===== src/rtl/phy_mgmt_pkg.sv =====
package phy_mgmt_pkg;
  localparam int REG_AW = 5;

  localparam logic [1:0] OP_WRITE = 2'd1;
  localparam logic [1:0] OP_READ  = 2'd2;

  localparam logic [REG_AW-1:0] REG_STATUS  = 5'd1;
  localparam logic [REG_AW-1:0] REG_ADV     = 5'd4;
  localparam logic [REG_AW-1:0] REG_PARTNER = 5'd5;
  localparam logic [REG_AW-1:0] REG_SPEED   = 5'd17;
  localparam logic [REG_AW-1:0] REG_DIAG    = 5'd18;

  typedef struct packed {
    logic              wrEn;
    logic              rdEn;
    logic              devHit;
    logic [REG_AW-1:0] regSel;
  } mgmt_strobe_t;
endpackage


===== src/rtl/phy_mgmt_ctrl.sv =====
module phy_mgmt_ctrl
  import phy_mgmt_pkg::*;
#(
  parameter int PHY_ADDR  = 7,
  parameter int CMD_W     = 32,
  parameter int PHY_LSB   = 24,
  parameter int REG_LSB   = 16,
  parameter int OP_LSB    = 14,
  parameter int START_BIT = 11,
  parameter int READY_BIT = 7
) (
  input  logic             clk,
  input  logic             rstN,
  input  logic             cmdValid,
  input  logic [CMD_W-1:0] cmdWord,
  output mgmt_strobe_t     strobe,
  output logic             invalidOp,
  output logic [CMD_W-1:0] cmdReadback
);
  localparam logic [REG_AW-1:0] MY_ADDR = REG_AW'(PHY_ADDR);

  logic             started;
  logic [1:0]       opCode;
  logic [CMD_W-1:0] cmdReg;

  always_comb begin
    started       = cmdValid & cmdWord[START_BIT];
    opCode        = cmdWord[OP_LSB +: 2];
    strobe.wrEn   = started && (opCode == OP_WRITE);
    strobe.rdEn   = started && (opCode == OP_READ);
    strobe.devHit = (cmdWord[PHY_LSB +: REG_AW] == MY_ADDR);
    strobe.regSel = cmdWord[REG_LSB +: REG_AW];
  end

  always_ff @(posedge clk or negedge rstN) begin
    if (!rstN) begin
      invalidOp <= 1'b0;
      cmdReg    <= '0;
    end else begin
      invalidOp <= started && (opCode != OP_WRITE) && (opCode != OP_READ);
      if (cmdValid) cmdReg <= cmdWord;
    end
  end

  assign cmdReadback = cmdReg | (CMD_W'(1) << READY_BIT);

  // upper command bits are reproduced one cycle after capture
  assert_readback_R9: assert property (@(posedge clk) disable iff (!rstN)
    cmdValid |=> cmdReadback[CMD_W-1:READY_BIT+1] == $past(cmdWord[CMD_W-1:READY_BIT+1]));
endmodule


===== src/rtl/phy_mgmt_regfile.sv =====
module phy_mgmt_regfile
  import phy_mgmt_pkg::*;
#(
  parameter int DATA_W    = 16,
  parameter int REG_COUNT = 32
) (
  input  logic              clk,
  input  logic              rstN,
  input  logic              linkUp,
  input  mgmt_strobe_t      strobe,
  input  logic [DATA_W-1:0] wrData,
  output logic [DATA_W-1:0] rdData,
  output logic              rdValid
);
  function automatic logic [DATA_W-1:0] resetValue(input int idx);
    case (idx)
      0:       return DATA_W'(16'h3100);
      2:       return DATA_W'(16'h0300);
      3:       return DATA_W'(16'hE400);
      4:       return DATA_W'(16'h01E1);
      default: return '0;
    endcase
  endfunction

  logic [DATA_W-1:0] regs [REG_COUNT];
  logic [DATA_W-1:0] readMux;

  for (genvar i = 0; i < REG_COUNT; i++) begin : gReg
    always_ff @(posedge clk or negedge rstN) begin
      if (!rstN)
        regs[i] <= resetValue(i);
      else if (strobe.wrEn && strobe.devHit && (strobe.regSel == REG_AW'(i)))
        regs[i] <= wrData;
    end
  end

  always_comb begin
    readMux = regs[strobe.regSel];
    case (strobe.regSel)
      REG_STATUS:  readMux = linkUp ? DATA_W'(16'h782E) : '0;
      REG_PARTNER: readMux = DATA_W'(16'h4001) | (regs[REG_ADV] & DATA_W'(16'h01E0));
      REG_SPEED:   readMux = DATA_W'(16'h8000);
      REG_DIAG: begin
        readMux = '0;
        if (linkUp) begin
          readMux[10] = regs[REG_ADV][7] | regs[REG_ADV][8];
          readMux[11] = regs[REG_ADV][8] | regs[REG_ADV][6];
        end
      end
      default: ;
    endcase
  end

  always_ff @(posedge clk or negedge rstN) begin
    if (!rstN) begin
      rdData  <= '0;
      rdValid <= 1'b0;
    end else begin
      rdValid <= strobe.rdEn;
      if (strobe.rdEn) rdData <= strobe.devHit ? readMux : '1;
    end
  end

  assert_status_down_R2: assert property (@(posedge clk) disable iff (!rstN)
    (strobe.rdEn && strobe.devHit && strobe.regSel == REG_STATUS && !linkUp) |=> rdData == '0);

  assert_speed_const_R4: assert property (@(posedge clk) disable iff (!rstN)
    (strobe.rdEn && strobe.devHit && strobe.regSel == REG_SPEED) |=> rdData == DATA_W'(16'h8000));

  assert_diag_down_R5: assert property (@(posedge clk) disable iff (!rstN)
    (strobe.rdEn && strobe.devHit && strobe.regSel == REG_DIAG && !linkUp) |=> rdData == '0);

  assert_miss_ones_R8: assert property (@(posedge clk) disable iff (!rstN)
    (strobe.rdEn && !strobe.devHit) |=> rdData == '1);

  assert_hold_R11: assert property (@(posedge clk) disable iff (!rstN)
    !strobe.rdEn |=> $stable(rdData));
endmodule


===== src/rtl/phy_mgmt_responder.sv =====
module phy_mgmt_responder
  import phy_mgmt_pkg::*;
#(
  parameter int PHY_ADDR  = 7,
  parameter int DATA_W    = 16,
  parameter int REG_COUNT = 32,
  parameter int CMD_W     = 32
) (
  input  logic              clk,
  input  logic              rstN,
  input  logic              linkUp,
  input  logic              cmdValid,
  input  logic [CMD_W-1:0]  cmdWord,
  input  logic [DATA_W-1:0] wrData,
  output logic [DATA_W-1:0] rdData,
  output logic              rdValid,
  output logic              invalidOp,
  output logic [CMD_W-1:0]  cmdReadback
);
  mgmt_strobe_t strobe;

  phy_mgmt_ctrl #(.PHY_ADDR(PHY_ADDR), .CMD_W(CMD_W)) uCtrl (
    .clk(clk), .rstN(rstN), .cmdValid(cmdValid), .cmdWord(cmdWord),
    .strobe(strobe), .invalidOp(invalidOp), .cmdReadback(cmdReadback)
  );

  phy_mgmt_regfile #(.DATA_W(DATA_W), .REG_COUNT(REG_COUNT)) uRegs (
    .clk(clk), .rstN(rstN), .linkUp(linkUp), .strobe(strobe),
    .wrData(wrData), .rdData(rdData), .rdValid(rdValid)
  );

  // an invalid-opcode pulse never coincides with a read result
  assert_invalid_no_read_R10: assert property (@(posedge clk) disable iff (!rstN)
    invalidOp |-> !rdValid);

  // a read command yields rdValid in the next cycle
  assert_read_latency_R11: assert property (@(posedge clk) disable iff (!rstN)
    (cmdValid && cmdWord[11] && cmdWord[15:14] == OP_READ) |=> rdValid);
endmodule


===== config.mk =====
export PLATFORM = sky130hd
export DESIGN_NAME = phy_mgmt_responder
export DESIGN_NICKNAME = d
export VERILOG_FILES = /design/src/rtl/phy_mgmt_pkg.sv /design/src/rtl/phy_mgmt_ctrl.sv /design/src/rtl/phy_mgmt_regfile.sv /design/src/rtl/phy_mgmt_responder.sv
export SDC_FILE = /design/constraint.sdc
export NUM_CORES = 1
export LEC_CHECK = 0
export BUFFER_PORTS_ARGS = -buffer_cell sky130_fd_sc_hd__buf_2
export CAP_MARGIN = 20
export CORE_AREA = 2 2 294 296
export CTS_CLUSTER_DIAMETER = 40
export DETAILED_ROUTE_END_ITERATION = 10
export DIE_AREA = 0 0 296 298
export HOLD_SLACK_MARGIN = 0.03
export SYNTH_ARGS = -nofsm -noshare
export SYNTH_HDL_FRONTEND = slang
export SYNTH_SLANG_ARGS = --single-unit

===== constraint.sdc =====
create_clock -name clk -period 3.4 [get_ports clk]
set_clock_uncertainty 0.1 [all_clocks]
set_input_delay 0.17 -clock clk [delete_from_list [all_inputs] [get_ports clk]]
set_output_delay 0.17 -clock clk [all_outputs]
set_load 0.005 [all_outputs]

After elaboration in Yosys (flattened, before gate mapping) --
Index checks and enable logic that the tools add are counted. W data, S select, Z words.
Word-level totals: register bits after elaboration 562, bits of input ports 52, output and inout bits 50, logic and storage cells 122
Cells by class: magnitude comparators 1, equal/unequal tests 36, multiplexer cells 7, bitwise gates (word level) 4, reductions and logical operators 38
Operators by type and width (number):
- $bmux W16 S5 | 1
- $eq A5 B5 Y1 const B | 16
- $pmux W16 S4 | 1
- $mux W16 | 3
- $eq A5 B4 Y1 const B | 8
- $logic_and A1 B1 Y1 | 37
- $eq A5 B3 Y1 const B | 5
- $mux W15 | 1
- $eq A5 B2 Y1 const B | 2
- $ge A6 B6 Y1 const B | 1
- $not A5 Y6 | 1
- $eq A5 B1 Y1 const B | 1
- $logic_not A5 Y1 | 1
- $eq A2 B1 Y1 const B | 1
- $eq A2 B2 Y1 const B | 1
- $mux W2 | 1
- $ne A2 B1 Y1 const B | 1
- $ne A2 B2 Y1 const B | 1
- $or A1 B1 Y1 | 2
- $and A1 B1 Y1 | 1

Logic depth before layout (Yosys ltp) --
Gate-level depths: netlist of run 1.
word-level depth 6, gate-level depth with buffers 9, depth with buffers taken out 5

Cells and area by module --
A second synthesis of run 1 with hierarchy kept.
Unflattened totals: cell total of the unflattened synthesis 1667, area, all modules 26070.0 µm²
By module, submodules not included:
- phy_mgmt_regfile | times used 1, cells an instance 1585, area each 24636.1 µm², sequential area each 13255.2 µm²
- phy_mgmt_ctrl | times used 1, cells an instance 82, area each 1433.9 µm², sequential area each 800.8 µm²

Worst setup path before layout of run 1 --
Ideal clock, no wire load.
path type input to register, from input port cmdWord[16], to register uRegs.rdData[12], setup time 0.140 ns, arrival 1.858 ns, required time 3.160 ns, slack 1.302 ns, stages 7, path buffers 3, cell sequence buf_2 > buf_2 > buf_2 > mux4_2 > a211o_1 > o2bb2ai_1 > o22ai_1
On the way: cells in the longest elaborated chain, start to end 6, elaborated cells between the ends (all ways) 10, those cells by class eq/ne: 4; mux: 5; bitwise: 1
Ends and longest elaborated chain:
- start, declared | RTL line phy_mgmt_responder.sv:13 | input logic [CMD_W-1:0] cmdWord,
- $not A5 Y6 (not written as such) | RTL line phy_mgmt_regfile.sv:38 | readMux = regs[strobe.regSel];
- $bmux W16 S5 | RTL line phy_mgmt_regfile.sv:38
- $mux W16 (not written as such) (2 in series) | RTL line phy_mgmt_regfile.sv:38
- $pmux W16 S4 * | RTL line phy_mgmt_regfile.sv:39 | case (strobe.regSel)
- $mux W16 * | RTL line phy_mgmt_regfile.sv:60 | if (strobe.rdEn) rdData <= strobe.devHit ? readMux : '1;
- end signal, assigned | RTL line phy_mgmt_regfile.sv:60
- end, declared | RTL line phy_mgmt_regfile.sv:12 | output logic [DATA_W-1:0] rdData,
Every way passes the cells marked *; elsewhere a longest branch is shown, timed or not. The select of a mux whose other input is x is not followed. A chain may end at the register's enable or synchronous reset.

Final worst setup path of run 1 --
from input port cmdWord[28], to register uRegs.regs[147] in the netlist's numbering
On the way: cells in the longest elaborated chain, start to end 3
Ends and longest elaborated chain:
- $eq A5 B3 Y1 | RTL line phy_mgmt_ctrl.sv:31 | strobe.devHit = (cmdWord[PHY_LSB +: REG_AW] == MY_ADDR);
- $logic_and A1 B1 Y1 (2 in series) | RTL line phy_mgmt_regfile.sv:32 | else if (strobe.wrEn && strobe.devHit && (strobe.regSel == REG_AW'(i)))
- end signal, assigned by index | RTL line phy_mgmt_regfile.sv:31 | regs[i] <= resetValue(i);
- end signal, assigned by index | RTL line phy_mgmt_regfile.sv:33 | regs[i] <= wrData;
- end, declared | RTL line phy_mgmt_regfile.sv:25 | logic [DATA_W-1:0] regs [REG_COUNT];
Every way passes these cells.

==> impl_metrics.tcl, run 1 <==
set metrics [dict create \
    die_y_microns 298 \
    maxCapViolations 0 \
    hold_violations 0 \
    grt-busiest-layer "met2" \
    cp_max_fo 16 \
    slowest_stage "dlygate4sd3_1" \
    vias_per_cell 5.06 \
    synth_edf_count 0 \
    track_usage_pct 16.0 \
    clk_pin_slew_ns 0.06 \
    pwr-share-clk_pct 57.1 \
    htreeDepth 3 \
    clock.fmax_ghz 0.383 \
    syn_avg_cell_area_sq_um 15.1 \
    wirelength_microns 69500 \
    synth_top_area_share_pct 54.1 \
    internal-power_mw 13.6 \
    fp-row-count 107 \
    worstPathCellList "dlygate4sd3_1 -> buf_2 -> and4b_1 -> nand4b_1 -> nor2b_1 -> nand2_2 -> mux2_2" \
    synth_warnings 0 \
    critPathMaxStageDelay_ns 0.54 \
    syn2layout_area_growth_pct 23.1 \
    met3_usage_pct 3.69 \
    routedWlPerCell_microns 22.7 \
    coreArea_sq_mm 0.0849 \
    cts_sinks 561 \
    synthesis.nets 1725 \
    cts_hold_buf 33 \
    comb_power_share_pct 4.7 \
    syn_inst 1673 \
    drtAntennaViolNets 0 \
    grt_util_met1_pct 20.7 \
    io_pins 102 \
    ir_drop_uv 387 \
    dpl.hpwl_microns 44400 \
    drt_pass1_iterations 5 \
    start_kind "input port" \
    synth.most_common_cell "mux2_2" \
    cts_buffers 92 \
    drive_above_1_share_pct 54.2 \
    grt_max_degree 96 \
    holdWs_ns 0.0638 \
    yosysUniqueCellTypes 52 \
    cts_resized 0 \
    power_density_mw_per_mm2 570 \
    cts_tree "built" \
    grt_util_met2_pct 26.5 \
    clock_latency_ns 0.67 \
    grt_pass1_wl_microns 106000 \
    antenna_found_initial 8 \
    worstHoldPathType "input port to flip-flop" \
    fp.dieW_microns 296 \
    power_switching_mw 4.21 \
    finalSetupTns_ns 0 \
    drc 0 \
    fill_cells 7963 \
    seq_area_frac_synth_pct 55.6 \
    dieArea_sq_mm 0.0882 \
    synth_common_cells "mux2_2, dfrtp_1, mux4_2" \
    synth_area_leader_cell "dfrtp_1" \
    fin_nets 1887 \
    status "finished, final reports clean" \
    ys_ff_latch 561 \
    setup_viol 0 \
    p_leak_nw 14.9 \
    clockBufferDepth 3 \
    cts_root_buf "clkbuf_16" \
    gp_congestion 0.818 \
    finalCriticalPeriod_ns 2.61 \
    slew_headroom_pct 35.8 \
    cp-end-kind "flip-flop" \
    maxSlewViolCount 0 \
    postCtsSetupBuffers 0 \
    worstMarginPinSlew_ns 0.960 \
    num_vias 15500 \
    regArea_sq_mm 0.0141 \
    io_buffers 99 \
    rsz0062_at_grt "false" \
    path_class "input port to flip-flop" \
    min_period_over_period_pct 76.8 \
    grt_remaining_overflow 0 \
    arrival_ns 3.04 \
    async_reset_ff_share_pct 100 \
    grt_pass1_vias 17100 \
    ys_top_cells_by_area "dfrtp_1, mux2_2, mux4_2" \
    start_util_pct 29.8 \
    synth-main-ff-cell "dfrtp_1" \
    p_seq_share_pct 38.2 \
    multi_input_area_sq_mm 0.0106 \
    drtIter0Drc 927 \
    power.share.switching_pct 23.7 \
    netlist_area_sq_mm 0.0253 \
    critical_path_required_ns 3.82 \
]
-- power by group through the flow --
stage               sequential [mW]  combinational, mW  clock, mW
global placement               6.90              0.792          0
global route                   6.79              0.902       10.7
CTS                            6.79              0.845       10.3
floorplan                      6.90              0.360          0
finish                         6.79              0.828       10.1
detailed placement             6.90              0.810          0
-- worst paths after layout --
check / slack [ns] / from / depth (start not counted) / endpoint
max reg2reg: 1.21 / uRegs.regs[187] / 5 / uRegs.rdData[11]
min in group asynchronous: 0.10 / rstN / 2 / uRegs.regs[511]
min: 0.06 / wrData[6] / 2 / uRegs.regs[438]
min reg2reg: 0.40 / uRegs.regs[10] / 1 / uRegs.regs[10]
max: 0.79 / cmdWord[28] / 7 / uRegs.regs[147]
max in group asynchronous: 2.18 / rstN / 3 / uCtrl.cmdReg[23]
-- final cells by class --
cell class              instances  share of cell area (%)
repair buffers                215                    5.14
inverters                       2                  0.0241
multi-input cells             963                    34.0
diodes                          2                  0.0161
clock inverters                65                    3.07
clock buffers                 109                    8.02
well taps                    1144                    4.60
flip-flops and latches        561                    45.1
-- placed cells by master (no fill, tap or decap), types with 4 or more instances in the layout --
master,instances
dlygate4sd3_1,33
clkbuf_16,94
buf_12,10
buf_4,73
o21ai_0,14
nand2b_1,4
a21oi_1,22
mux2i_1,63
nor2_1,31
bufinv_16,15
clkinvlp_4,14
a211oi_1,14
buf_2,96
a211o_1,9
clkbuf_8,9
mux4_2,94
nand2_2,15
clkinv_2,4
clkinv_4,16
a22oi_1,14
a22o_1,10
nand3_1,4
o22ai_1,19
nand2_1,26
clkinv_16,4
o211ai_1,4
clkbuf_1,6
nor2b_1,5
a31oi_1,4
dfstp_2,14
dfrtp_1,547
inv_6,9
o221ai_1,15
mux2_2,550
-- worst max-delay path, delay by kind of cell --
| family | cells | cell delay, ns |
|---|---|---|
| simple gates | 4 | 1.71 |
| buf+inv | 2 | 0.68 |
| mux | 1 | 0.45 |
-- cells by family after synthesis --
family | share of synthesized area, %
xor gates and xnor gates | 0.0346
buffers and inverters | 2.64
AOI/OAI and AO/OA | 4.04
and+or+nand+nor | 2.37
muxes | 35.3
other | 0.0148
DFF | 55.6
-- state kept, by name, summed over array words and instances (netlist names) --
signal / cells
uRegs.rdValid: 1
uCtrl.invalidOp: 1
uRegs.regs: 512
uCtrl.cmdReg: 31
uRegs.rdData: 16
-- metrics by stage --
step	power, mW	cells	setup WS (ns)	instance area [sq um]	utilization, %
floorplan	7.26	1673	1.30	25300	-
global placement	7.69	2852	0.580	27300	32.2
detailed placement	7.71	2852	0.517	27300	32.2
CTS	18.0	3059	0.804	31100	36.7
global route	18.3	3060	0.740	31100	36.7
finish	17.8	3061	0.789	31100	36.7
-- per-layer routing --
metal  wire (microns)  vias to the layer above
met1            29800                     8326
met3             4330                      126
met5               72                        -
met4             1590                       12
li1                 -                     6616
met2            33700                      416
Power figures use the tool's default switching activity.
==> run 2, diff against run 1 <==
==> constraint.sdc (replaced) <==
create_clock -name clk -period 2.65 [get_ports clk]
set_clock_uncertainty 0.1 [all_clocks]
set_input_delay 0.1325 -clock clk [delete_from_list [all_inputs] [get_ports clk]]
set_output_delay 0.1325 -clock clk [all_outputs]
set_load 0.005 [all_outputs]
==> run 2 against run 1 <==
Net effect:
- sequential share of layout area down 0.20 points
- critical path depth did not move
- non-clock buffer count up 23
- total power grew 25%
- highest routed layer unchanged
==> impl_metrics.tcl, run 2 (same netlist as run 1, synthesis figures left out) <==
set metrics [dict create \
    clock.fmax_ghz 0.402 \
    dpl.hpwl_microns 45300 \
    drtAntennaViolNets 0 \
    p_seq_share_pct 39.2 \
    comb_power_share_pct 5.0 \
    start_util_pct 29.8 \
    path_class "input port to flip-flop" \
    ir_drop_uv 427 \
    rr_worst_depth 6 \
    gp_congestion 0.800 \
    vias_per_cell 5.05 \
    drc 0 \
    die_y_microns 298 \
    power_density_mw_per_mm2 710 \
    fp-row-count 107 \
    critical_path_required_ns 3.06 \
    syn2layout_area_growth_pct 23.6 \
    start_kind "input port" \
    clock_latency_ns 0.64 \
    power.share.switching_pct 23.0 \
    grt_pass1_wl_microns 106000 \
    cp_top_family "simple AND/OR/NAND/NOR gates" \
    io_buffers 99 \
    fill_cells 7995 \
    cts_buffers 89 \
    min_period_over_period_pct 94.0 \
    p_leak_nw 15.0 \
    htreeDepth 3 \
    antenna_found_initial 8 \
    worstMarginPinSlew_ns 0.828 \
    power_switching_mw 5.10 \
    top_regs "uRegs.regs: 512 flops, uCtrl.cmdReg: 31 flops, uRegs.rdData: 16 flops" \
    drtIter0Drc 805 \
    routedWlPerCell_microns 22.5 \
    final_common_cell "mux2_2" \
    finalCriticalPeriod_ns 2.49 \
    grt_pass1_vias 17100 \
    cts_tree "built" \
    slowest_stage "dlygate4sd3_1" \
    rsz0062_at_grt "false" \
    cts_hold_buf 35 \
    pwr-share-clk_pct 55.8 \
    crit_buf_inv 2 \
    worstPathCellList "dlygate4sd3_1 -> buf_2 -> and4b_1 -> nand4b_1 -> nor2_1 -> nand2_2 -> mux2_2" \
    drt_pass1_iterations 5 \
    dieArea_sq_mm 0.0882 \
    fin_nets 1907 \
    dpl_worst_slack_ns 0.0824 \
    maxSlewViolCount 0 \
    setup_viol 0 \
    clockBufferDepth 3 \
    timing.final.ws_setup_ns 0.160 \
    top_register "uRegs.regs" \
    postCtsSetupBuffers 0 \
    coreArea_sq_mm 0.0849 \
    fp.dieW_microns 296 \
    cp_max_fo 16 \
    grt_remaining_overflow 0 \
    clk_pin_slew_ns 0.05 \
    track_usage_pct 15.9 \
    critPathMaxStageDelay_ns 0.54 \
    cts_sinks 561 \
    io_pins 102 \
    internal-power_mw 17.1 \
    cts_resized 0 \
    num_vias 15500 \
    fin_util_pct 36.9 \
    status "finished, final reports clean" \
    cp-end-kind "flip-flop" \
    hold_violations 0 \
    finalSetupTns_ns 0 \
    wirelength_microns 69300 \
    largest_reg_flops 512 \
    slew_headroom_pct 44.8 \
    cts_root_buf "clkbuf_16" \
    arrival_ns 2.90 \
    drive_above_1_share_pct 54.2 \
    grt_max_degree 85 \
    final_cell_mix "mux2_2, dfrtp_1, buf_2" \
    cp_num_cells 7 \
    worstHoldPathType "input port to asynchronous set/reset pin" \
    maxCapViolations 0 \
]
## run 2: changes by cell type in the layout (fill, tap and decap cells not counted), moves of 3 or more
| cell | delta |
|---|---|
| clkinv_4 | -5 |
| clkinvlp_4 | -4 |
| clkbuf_16 | -3 |
| clkinv_2 | +5 |
| buf_12 | +15 |
| clkinv_16 | -4 |
| clkbuf_1 | +3 |
| buf_4 | +6 |
## run 2: layout make-up
class	count	area (sq um)	area share (%)
sequential	561	14100	44.9
multi-input combinational	963	10600	33.8
clock buffer	108	2420	7.74
timing repair buffer	238	1970	6.28
tap	1144	1430	4.58
clock inverter	58	810	2.59
inverter	2	7.51	0.0240
antenna	2	5.00	0.0160
## run 2: power by group through the flow
stage               Combinational, mW  Sequential, mW  Clock, mW
floorplan                       0.462            8.85          0
global placement                 1.06            8.85          0
detailed placement               1.08            8.85          0
CTS                              1.12            8.71       12.7
global route                     1.20            8.71       13.0
finish                           1.10            8.71       12.4
## run 2: path summary, 6_finish.rpt
| kind | startpoint | to | slack (ns) |
|---|---|---|---|
| hold / removal | rstN | uRegs.regs[265] | 0.05 |
| min in group clk | wrData[7] | uRegs.regs[439] | 0.06 |
| max in group asynchronous | rstN | uRegs.regs[508] | 1.54 |
| setup reg to reg | uRegs.regs[155] | uRegs.rdData[11] | 0.50 |
| setup / recovery | cmdWord[28] | uRegs.regs[136] | 0.16 |
| hold reg to reg | uRegs.regs[300] | uRegs.regs[300] | 0.40 |
## run 2: per-layer routing
| layer | global-route usage [%] | up-vias | wire (microns) |
|---|---|---|---|
| met5 | 0 | - | 73 |
| met4 | 5.25 | 12 | 1830 |
| met3 | 4.01 | 133 | 4420 |
| met2 | 26.0 | 395 | 33400 |
| met1 | 20.5 | 8325 | 29500 |
| li1 | - | 6660 | - |
## run 2: per-stage QoR
step | hold WS [ns] | instances | power (mW) | cell area (sq um)
3_5_place_dp | 0.152 | 2873 | 9.93 | 27700
6_report | 0.0484 | 3076 | 22.2 | 31300
2_1_floorplan | -0.263 | 1673 | 9.31 | 25300
4_1_cts | 0.0302 | 3074 | 22.5 | 31300
3_3_place_gp | 0.144 | 2873 | 9.90 | 27700
5_1_grt | 0.0706 | 3076 | 23.0 | 31300
## run 2: worst reg2reg max path: cells and delay by family, from the launching register on
kind / cells / cell delay (ns)
AO/OA/AOI/OAI: 4 / 0.92
buffers and inverters: 1 / 0.19
flip-flops: 1 / 0.37
multiplexers: 1 / 0.47
